--- config.mk ---
export PLATFORM = sky130hd
export DESIGN_NAME = descRightsCheck
export DESIGN_NICKNAME = d
export VERILOG_FILES = /design/src/rtl/descRightsPkg.sv /design/src/rtl/descRightsCtrl.sv /design/src/rtl/descRightsPath.sv /design/src/rtl/descRightsCheck.sv
export SDC_FILE = /design/constraint.sdc
export NUM_CORES = 1
export LEC_CHECK = 0
export BUFFER_PORTS_ARGS = -buffer_cell sky130_fd_sc_hd__buf_2
export CAP_MARGIN = 20
export CORE_ASPECT_RATIO = 0.5
export CORE_UTILIZATION = 26
export CTS_CLUSTER_SIZE = 28
export DETAILED_ROUTE_END_ITERATION = 6
export RECOVER_POWER = 25
export SETUP_SLACK_MARGIN = 0.02
export SYNTH_ARGS = -nofsm -noshare
export SYNTH_HDL_FRONTEND = slang
export SYNTH_SLANG_ARGS = --single-unit
--- constraint.sdc ---
create_clock -name clk -period 4.63 [get_ports clk]
set_input_delay 0.463 -clock clk [delete_from_list [all_inputs] [get_ports clk]]
set_output_delay 0.463 -clock clk [all_outputs]
set_load 0.1 [all_outputs]
--- src/rtl/descRightsPkg.sv ---
package descRightsPkg;

  typedef enum logic [2:0] {
    ST_IDLE,
    ST_CHECK_SEL,
    ST_READ,
    ST_EVAL,
    ST_DONE
  } ctrlStateT;

  typedef struct packed {
    logic latchReq;
    logic issueRd;
    logic capDesc;
    logic commit;
    logic rejectEarly;
  } strobeT;

  // one bit per 4-bit system type, set when the type is acceptable
  localparam logic [15:0] LEGACY_SYS_OK = 16'h1A3E;
  localparam logic [15:0] LONG_SYS_OK   = 16'h1A00;

  localparam int SEL_W  = 16;
  localparam int DESC_W = 32;

endpackage

--- src/rtl/descRightsCtrl.sv ---
module descRightsCtrl
  import descRightsPkg::*;
(
  input  logic   clk,
  input  logic   rstN,
  input  logic   start,
  input  logic   selPass,
  output strobeT strb,
  output logic   done,
  output logic   rdEn
);

  ctrlStateT stateQ, stateD;

  always_ff @(posedge clk or negedge rstN) begin
    if (!rstN) stateQ <= ST_IDLE;
    else       stateQ <= stateD;
  end

  always_comb begin
    stateD = stateQ;
    strb   = '0;
    unique case (stateQ)
      ST_IDLE: begin
        if (start) begin
          strb.latchReq = 1'b1;
          stateD        = ST_CHECK_SEL;
        end
      end
      ST_CHECK_SEL: begin
        if (selPass) begin
          strb.issueRd = 1'b1;
          stateD       = ST_READ;
        end else begin
          strb.rejectEarly = 1'b1;
          stateD           = ST_DONE;
        end
      end
      ST_READ: begin
        strb.capDesc = 1'b1;
        stateD       = ST_EVAL;
      end
      ST_EVAL: begin
        strb.commit = 1'b1;
        stateD      = ST_DONE;
      end
      ST_DONE: stateD = ST_IDLE;
      default: stateD = ST_IDLE;
    endcase
  end

  assign done = (stateQ == ST_DONE);
  assign rdEn = strb.issueRd;

endmodule

--- src/rtl/descRightsPath.sv ---
module descRightsPath
  import descRightsPkg::*;
#(
  parameter int ADDR_W  = 32,
  parameter int LIMIT_W = 16
) (
  input  logic               clk,
  input  logic               rstN,
  input  strobeT             strb,
  input  logic [SEL_W-1:0]   selIn,
  input  logic [1:0]         cplIn,
  input  logic               longIn,
  input  logic               wideIn,
  input  logic [ADDR_W-1:0]  gdtBase,
  input  logic [LIMIT_W-1:0] gdtLimit,
  input  logic [ADDR_W-1:0]  ldtBase,
  input  logic [LIMIT_W-1:0] ldtLimit,
  input  logic [DESC_W-1:0]  memRdData,
  output logic               selPass,
  output logic [ADDR_W-1:0]  memRdAddr,
  output logic               accessOk,
  output logic [31:0]        rights
);

  localparam int CMP_W = (LIMIT_W > SEL_W) ? LIMIT_W : SEL_W;

  logic [SEL_W-1:0]   selReg;
  logic [1:0]         cplReg;
  logic               longReg;
  logic               wideReg;
  logic [ADDR_W-1:0]  baseReg;
  logic [LIMIT_W-1:0] limitReg;
  logic [15:0]        descFields;   // descriptor bits 23:8

  // request capture; table picked by the selector's table bit
  always_ff @(posedge clk or negedge rstN) begin
    if (!rstN) begin
      selReg   <= '0;
      cplReg   <= '0;
      longReg  <= 1'b0;
      wideReg  <= 1'b0;
      baseReg  <= '0;
      limitReg <= '0;
    end else if (strb.latchReq) begin
      selReg   <= selIn;
      cplReg   <= cplIn;
      longReg  <= longIn;
      wideReg  <= wideIn;
      baseReg  <= selIn[2] ? ldtBase  : gdtBase;
      limitReg <= selIn[2] ? ldtLimit : gdtLimit;
    end
  end

  logic [12:0]      entryIdx;
  logic [1:0]       reqPriv;
  logic             isNull;
  logic [CMP_W-1:0] lastByte;
  logic [CMP_W-1:0] limitExt;

  assign entryIdx = selReg[15:3];
  assign reqPriv  = selReg[1:0];
  assign isNull   = (selReg[15:2] == '0);
  assign lastByte = CMP_W'({entryIdx, 3'b111});
  assign limitExt = CMP_W'(limitReg);
  assign selPass  = !isNull && (lastByte <= limitExt);

  assign memRdAddr = baseReg + ADDR_W'({entryIdx, 3'b100});

  always_ff @(posedge clk or negedge rstN) begin
    if (!rstN)             descFields <= '0;
    else if (strb.capDesc) descFields <= memRdData[23:8];
  end

  logic unusedDescBits;
  assign unusedDescBits = ^{memRdData[31:24], memRdData[7:0]};

  logic [3:0]  typeField;
  logic        sysFlag;
  logic [1:0]  descPriv;
  logic        conforming;
  logic [15:0] sysMask;
  logic        typeOk;
  logic        privOk;
  logic        evalPass;
  logic [31:0] packedRights;

  assign typeField  = descFields[3:0];
  assign sysFlag    = descFields[4];
  assign descPriv   = descFields[6:5];
  assign conforming = sysFlag & typeField[3] & typeField[2];
  assign sysMask    = longReg ? LONG_SYS_OK : LEGACY_SYS_OK;
  assign typeOk     = sysFlag | sysMask[typeField];
  assign privOk     = conforming | ((cplReg <= descPriv) & (reqPriv <= descPriv));
  assign evalPass   = typeOk & privOk;

  always_comb begin
    packedRights       = '0;
    packedRights[15:8] = descFields[7:0];
    if (wideReg) packedRights[23:20] = descFields[15:12];
  end

  always_ff @(posedge clk or negedge rstN) begin
    if (!rstN) begin
      accessOk <= 1'b0;
      rights   <= '0;
    end else if (strb.rejectEarly) begin
      accessOk <= 1'b0;
    end else if (strb.commit) begin
      accessOk <= evalPass;
      if (evalPass) rights <= packedRights;
    end
  end

endmodule

--- src/rtl/descRightsCheck.sv ---
module descRightsCheck
  import descRightsPkg::*;
#(
  parameter int ADDR_W  = 32,
  parameter int LIMIT_W = 16
) (
  input  logic               clk,
  input  logic               rstN,
  input  logic               start,
  input  logic [31:0]        selectorIn,
  input  logic [1:0]         cpl,
  input  logic               longMode,
  input  logic               wideOp,
  input  logic [ADDR_W-1:0]  gdtBase,
  input  logic [LIMIT_W-1:0] gdtLimit,
  input  logic [ADDR_W-1:0]  ldtBase,
  input  logic [LIMIT_W-1:0] ldtLimit,
  output logic               memRdEn,
  output logic [ADDR_W-1:0]  memRdAddr,
  input  logic [31:0]        memRdData,
  output logic               done,
  output logic               accessOk,
  output logic [31:0]        rights
);

  strobeT strb;
  logic   selPass;

  logic unusedSelHigh;
  assign unusedSelHigh = ^selectorIn[31:16];

  descRightsCtrl i_ctrl (
    .clk     (clk),
    .rstN    (rstN),
    .start   (start),
    .selPass (selPass),
    .strb    (strb),
    .done    (done),
    .rdEn    (memRdEn)
  );

  descRightsPath #(
    .ADDR_W  (ADDR_W),
    .LIMIT_W (LIMIT_W)
  ) i_path (
    .clk       (clk),
    .rstN      (rstN),
    .strb      (strb),
    .selIn     (selectorIn[15:0]),
    .cplIn     (cpl),
    .longIn    (longMode),
    .wideIn    (wideOp),
    .gdtBase   (gdtBase),
    .gdtLimit  (gdtLimit),
    .ldtBase   (ldtBase),
    .ldtLimit  (ldtLimit),
    .memRdData (memRdData),
    .selPass   (selPass),
    .memRdAddr (memRdAddr),
    .accessOk  (accessOk),
    .rights    (rights)
  );

endmodule

After elaboration in Yosys (flattened, before gate mapping)
Index checks and enable logic that the tools add are counted.
{"block": "totals", "ff_bits": 100, "input_bits": 167, "out_inout_bits": 67, "wordCells": 52}
{"block": "classes", "n_addsub": 1, "order_cmp": 4, "n_eq_ne": 5, "muxes": 19, "n_bitwise": 7, "n_reduce_logical": 6}
{"operator": "$add 32x16->32", "count": 1}
{"operator": "$mux 32", "count": 1}
{"operator": "$le 16x16->1", "count": 1}
{"operator": "$mux 16", "count": 1}
{"operator": "$logic_not 14->1", "count": 1}
{"operator": "$pmux 3 s4", "count": 1}
{"operator": "$mux 1", "count": 11}
{"operator": "$eq 3x2->1 const B", "count": 2}
{"operator": "$mux 3", "count": 2}
{"operator": "$mux 6", "count": 1}
{"operator": "$lt 4x5->1 const B", "count": 1}
{"operator": "$and 1x1->1", "count": 4}
{"operator": "$bmux 1 s4", "count": 1}
{"operator": "$le 2x2->1", "count": 2}
{"operator": "$mux 4", "count": 1}
{"operator": "$eq 3x1->1 const B", "count": 1}
{"operator": "$eq 3x3->1 const B", "count": 1}
{"operator": "$logic_not 3->1", "count": 1}
{"operator": "$reduce_and 3->1", "count": 1}
{"operator": "$ne 2x2->1 const B", "count": 1}
{"operator": "$or 1x1->1", "count": 2}
{"operator": "$reduce_bool 2->1", "count": 1}
{"operator": "$logic_and 1x1->1", "count": 1}
{"operator": "$logic_not 1->1", "count": 1}
{"operator": "$not 1->1", "count": 1}

Logic depth before layout (Yosys ltp)
{"block": "logic_depth", "depth_word": 7, "depth_mapped": 9}

Modules after synthesis
From an unflattened synthesis, not the netlist that was laid out.
{"block": "hier_totals", "hier_cells": 603, "area_unflattened_um2": 5895.7}
{"mod": "descRightsPath", "n_inst": 1, "cells_each": 586, "area_each_um2": 5734.2, "seq_area_each_um2": 2327.2}
{"mod": "descRightsCtrl", "n_inst": 1, "cells_each": 17, "area_each_um2": 161.4, "seq_area_each_um2": 75.1}

Worst setup path before layout
OpenSTA, ideal clock, no wires.
{"block": "synth_path", "path_type": "reg-to-output", "from": "register i_path.baseReg[2]", "to": "output port memRdAddr[26]", "t_arrival_ns": 3.784, "required_ns": 4.167, "slack_ns": 0.383, "path_stages_with_launch": 9, "n_path_buf": 0, "cell_sequence": "dfrtp_1 inv_1 fa_1 nand2b_1 a21oi_1 o21ai_2 a21oi_2 o211ai_1 xnor2_1"}
{"block": "synth_via", "elab_chain_len": 1}
{"element": "from (decl)", "line_no": "descRightsPath.sv:31", "text": "logic [ADDR_W-1:0] baseReg;"}
{"element": "from (signal assigned)", "line_no": "descRightsPath.sv:49", "text": "baseReg <= selIn[2] ? ldtBase : gdtBase;"}
{"element": "$add 32x16->32", "line_no": "descRightsPath.sv:67", "text": "assign memRdAddr = baseReg + ADDR_W'({entryIdx, 3'b100});"}
{"element": "to (decl)", "line_no": "descRightsCheck.sv:19", "text": "output logic [ADDR_W-1:0] memRdAddr,"}
Every way passes these cells.

Worst setup path in the final report
{"block": "layout_path", "from": "register i_path.baseReg[2]", "to": "output port memRdAddr[30]"}
Same word-level chain as after synthesis.

==> results summary <==
The flow ran to the end, but the final reports show violations. The checks that failed: max-capacitance violations, max-slew violations. The routability congestion estimate is 0.799.

The critical path is of the flop to output port type. In this run, post-CTS repair resized a total of 0 instances. The setup slack on the worst flop-to-flop path is 2.12 ns. The via count is 4458.

The ratio of cells with drive above 1 in the final layout is 32.6%. The layout-stage area growth over the synthesis result is 24.3%. The number of cell instances on the worst register-to-register path is 8. The share of synthesized registers carrying an async set or reset is 100%. The post-route DRC violation count came out at 0. The number of buffers added by the clock tree synthesis step is 9. The cell accounting for the most synthesized area is sky130_fd_sc_hd__dfrtp_1. The maximum clock path buffer count came out at 2.

Registers take 2400 µm². The clock net sink count came out at 96. The number of hold violations in the final report came out at 0. The cell family contributing the most delay on the critical path is compound AO/OA/AOI/OAI gates.

The violation count after the first detailed-routing iteration came out at 171. The primary flip-flop cell chosen by synthesis mapping is sky130_fd_sc_hd__dfrtp_1. 0 antenna diodes ended up in the layout. The setup-violating endpoint count in the final report is 0. The total overflow reported by the global router came out at 0. STA puts the critical path data required time at 4.17 ns. After clock tree synthesis, the clock-pin slew on the worst setup and hold paths is 0.06 ns. The initial core utilization is 27.0%. The number of distinct standard cells referenced by the synthesized netlist came out at 51. The mean instance size in the synthesized netlist is 10.0 µm². The final net count is 930. The proportion of synthesized chip area in sequential cells is 42.6%. The flip-flop and latch count after synthesis is 96. Setup repair after global routing left no endpoint under its margin. The clock root buffer is sky130_fd_sc_hd__clkbuf_16. The remaining antenna violation count after routing is 0. The longest individual stage delay on the worst path came out at 0.46 ns.

The final max-slew violation count came out at 62. The area of combinational cells with multiple inputs is 2940 µm². The Yosys step of the flow raised 0 warnings.

The slew of the pin with the lowest slew margin came out at 3.23 ns. After layout, the minimum clock period comes to 3.58 ns. The min-delay analysis places its worst path in the category input port to flop. STA classifies the critical path endpoint as an output port. The startpoint identified for the worst hold timing path is selectorIn[3].

Ranked by total cell area, the synthesized netlist is headed by sky130_fd_sc_hd__dfrtp_1 43%, sky130_fd_sc_hd__mux2i_1 9.2%, sky130_fd_sc_hd__ha_1 6.7%. Entering global routing, the biggest net connects 118 pins. The H-tree was split into 3 levels. Timing would allow up to 0.280 GHz. The number of buffer cells added on primary ports came out at 177.

For hold timing, the worst endpoint is i_path.selReg[3]. STA classifies the critical path startpoint as a flop. The cell count after synthesis came out at 564. The maximum clock skew at final layout came out at 0.00406 ns. The maximum fanout count along the critical path is 4. The worst hold path depth came out at 3.

The buffers inserted during post-CTS setup optimization came out at 0. The top cell type by area accounts for 42.6% of the synthesized area. The number of global-route vias before repair was 4378.

In the final routed layout, each cell accounts on average for 13.4 µm. The initial antenna violation count came out at 0. The number of buffers and inverters on the critical path is 2. The number of filler cells placed in the layout came out at 2124. Wires add up to 13800 µm. In this run the critical register-to-register path is captured at i_path.rights[14].

The width of the chip is 210 µm. The total track usage came out at 12.6%. The total core area is 20900 µm².

The count of pins on the block boundary is 234. The die covers 22300 µm². The global-route wire length before repair is 22000 µm. The worst register-to-register path begins at i_path.descFields[6]. The first TritonRoute pass finished after 4 iterations. The post-detailed-placement half-perimeter wirelength came out at 10900 µm.

In this run, synthesis inferred 0 flip-flops with an integrated enable. The combined area of all synthesized cells is 5640 µm². The cell row count came out at 37. The number of hold buffers added after CTS was 0. Walking the worst path, the cells encountered are inv_1, fa_1, nand2b_1, a21oi_1, o21ai_2, a21oi_2, o211a_1, xor2_1, buf_2.

The share of the cycle needed by the critical path after routing came out at 77.3%. The slowest stage of the critical path belongs to the cell sky130_fd_sc_hd__fa_1. In this run the tightest slew margin relative to its limit is -116%. The data arrival at the endpoint of the critical path is 3.11 ns. The vertical die dimension is 106 µm.

The clock insertion delay at the later pin of the skew report came out at 0.34 ns. Setup total negative slack on the finished layout was measured at 0 ns. The clock tree from TritonCTS is done.

The number of max-cap violations came out at 1. The post-detailed-route via-to-cell ratio is 4.34.
worst min-delay path, cell delays in order:
cell and delay, ns:
sky130_fd_sc_hd__buf_2 0.07, sky130_fd_sc_hd__nand2_1 0.03, sky130_fd_sc_hd__o21ai_0 0.06
stage by stage:
| stage | utilization [%] | setup WS, ns | hold WS, ns | cell area (µm²) | instances |
|---|---|---|---|---|---|
| 2_1_floorplan | - | 0.383 | 0.167 | 5710 | 583 |
| 5_1_grt | 33.6 | 0.868 | 0.336 | 7010 | 1028 |
| 6_report | 33.6 | 1.05 | 0.330 | 7010 | 1028 |
| 4_1_cts | 33.6 | 1.05 | 0.227 | 7010 | 1028 |
| 3_5_place_dp | 32.3 | 1.43 | 0.488 | 6750 | 1013 |
| 3_3_place_gp | 32.3 | 1.46 | 0.487 | 6750 | 1013 |
final cells by class:
cell class | count | area share [%]
inverter | 31 | 1.66
clock buffer | 10 | 3.27
sequential | 96 | 34.3
clock inverter | 5 | 0.482
multi-input combinational | 413 | 41.9
tap | 292 | 5.21
timing repair buffer | 181 | 13.2
per-layer routing:
layer	track usage [%]	vias up	wire length (µm)	share of wire (%)
li1	-	2282	-	-
met1	15.5	2108	6060	44
met2	22.7	57	7190	52
met3	2.19	11	377	2.7
met4	3.60	0	164	1.2
met5	0	-	0	0
cell families (layout without fill, tap and decap cells):
family                   count (synthesis)  in the layout  share of synthesized area [%]
AO/OA/AOI/OAI                          117            117                           12.3
multiplexers                            88             88                           16.7
buffers and inverters                   74            227                           6.81
flip-flops                              96             96                           42.6
other                                    1             20                         0.0665
XOR/XNOR                                26             26                           4.04
adder cells (fa/ha/maj)                 31             31                           7.01
AND/OR/NAND/NOR                        131            131                           10.4
worst max-delay path by stage:
| stage | start | end | slack (ns) | depth (start not counted) |
|---|---|---|---|---|
| 2_1_floorplan | i_path.baseReg[2] | memRdAddr[26] | 0.38 | 8 |
| 3_3_place_gp | i_path.baseReg[2] | memRdAddr[30] | 1.46 | 9 |
| 3_5_place_dp | i_path.baseReg[2] | memRdAddr[30] | 1.43 | 9 |
| 4_1_cts | i_path.baseReg[2] | memRdAddr[30] | 1.05 | 9 |
| 5_1_grt | i_path.baseReg[2] | memRdAddr[30] | 0.87 | 9 |
| 6_report | i_path.baseReg[2] | memRdAddr[30] | 1.05 | 9 |
placed cells by master (no fill, tap or decap), types with 5 or more instances in the layout:
cell                        count
sky130_fd_sc_hd__xnor2_1       19
sky130_fd_sc_hd__a21o_1         7
sky130_fd_sc_hd__nor2_1        60
sky130_fd_sc_hd__ha_1          30
sky130_fd_sc_hd__dfrtp_1       96
sky130_fd_sc_hd__conb_1        20
sky130_fd_sc_hd__mux2_4         5
sky130_fd_sc_hd__xor2_1         7
sky130_fd_sc_hd__mux2i_1       52
sky130_fd_sc_hd__buf_2        176
sky130_fd_sc_hd__nand3_1        9
sky130_fd_sc_hd__inv_1         31
sky130_fd_sc_hd__clkbuf_16      9
sky130_fd_sc_hd__nand4_1        7
sky130_fd_sc_hd__a21oi_1       68
sky130_fd_sc_hd__mux2_2        31
sky130_fd_sc_hd__nand2_1       35
sky130_fd_sc_hd__o21ai_0       12
synthesized netlist by cell type (all sizes together) (3+ instances only):
master	count
ha	30
o211ai	4
dfrtp	96
a21oi	69
mux2i	52
mux2	36
xnor2	19
nor2	60
clkbuf	5
nor4	3
nor2b	4
a21o	7
nand2	35
inv	31
nand4	7
and3	4
buf	38
nand2b	3
o21ai	17
xor2	7
nand3	9
state kept, by name (all words and copies together), names as in the netlist, 2 cells and up:
signal,cells
i_path.descFields,12
i_path.rights,12
i_path.baseReg,32
i_ctrl.stateQ,3
i_path.selReg,16
i_path.limitExt,16
i_path.cplReg,2
Power is left out: the tool's default activity adds up to more than one toggle a clock period on the data nets, which glitch-free logic cannot reach.
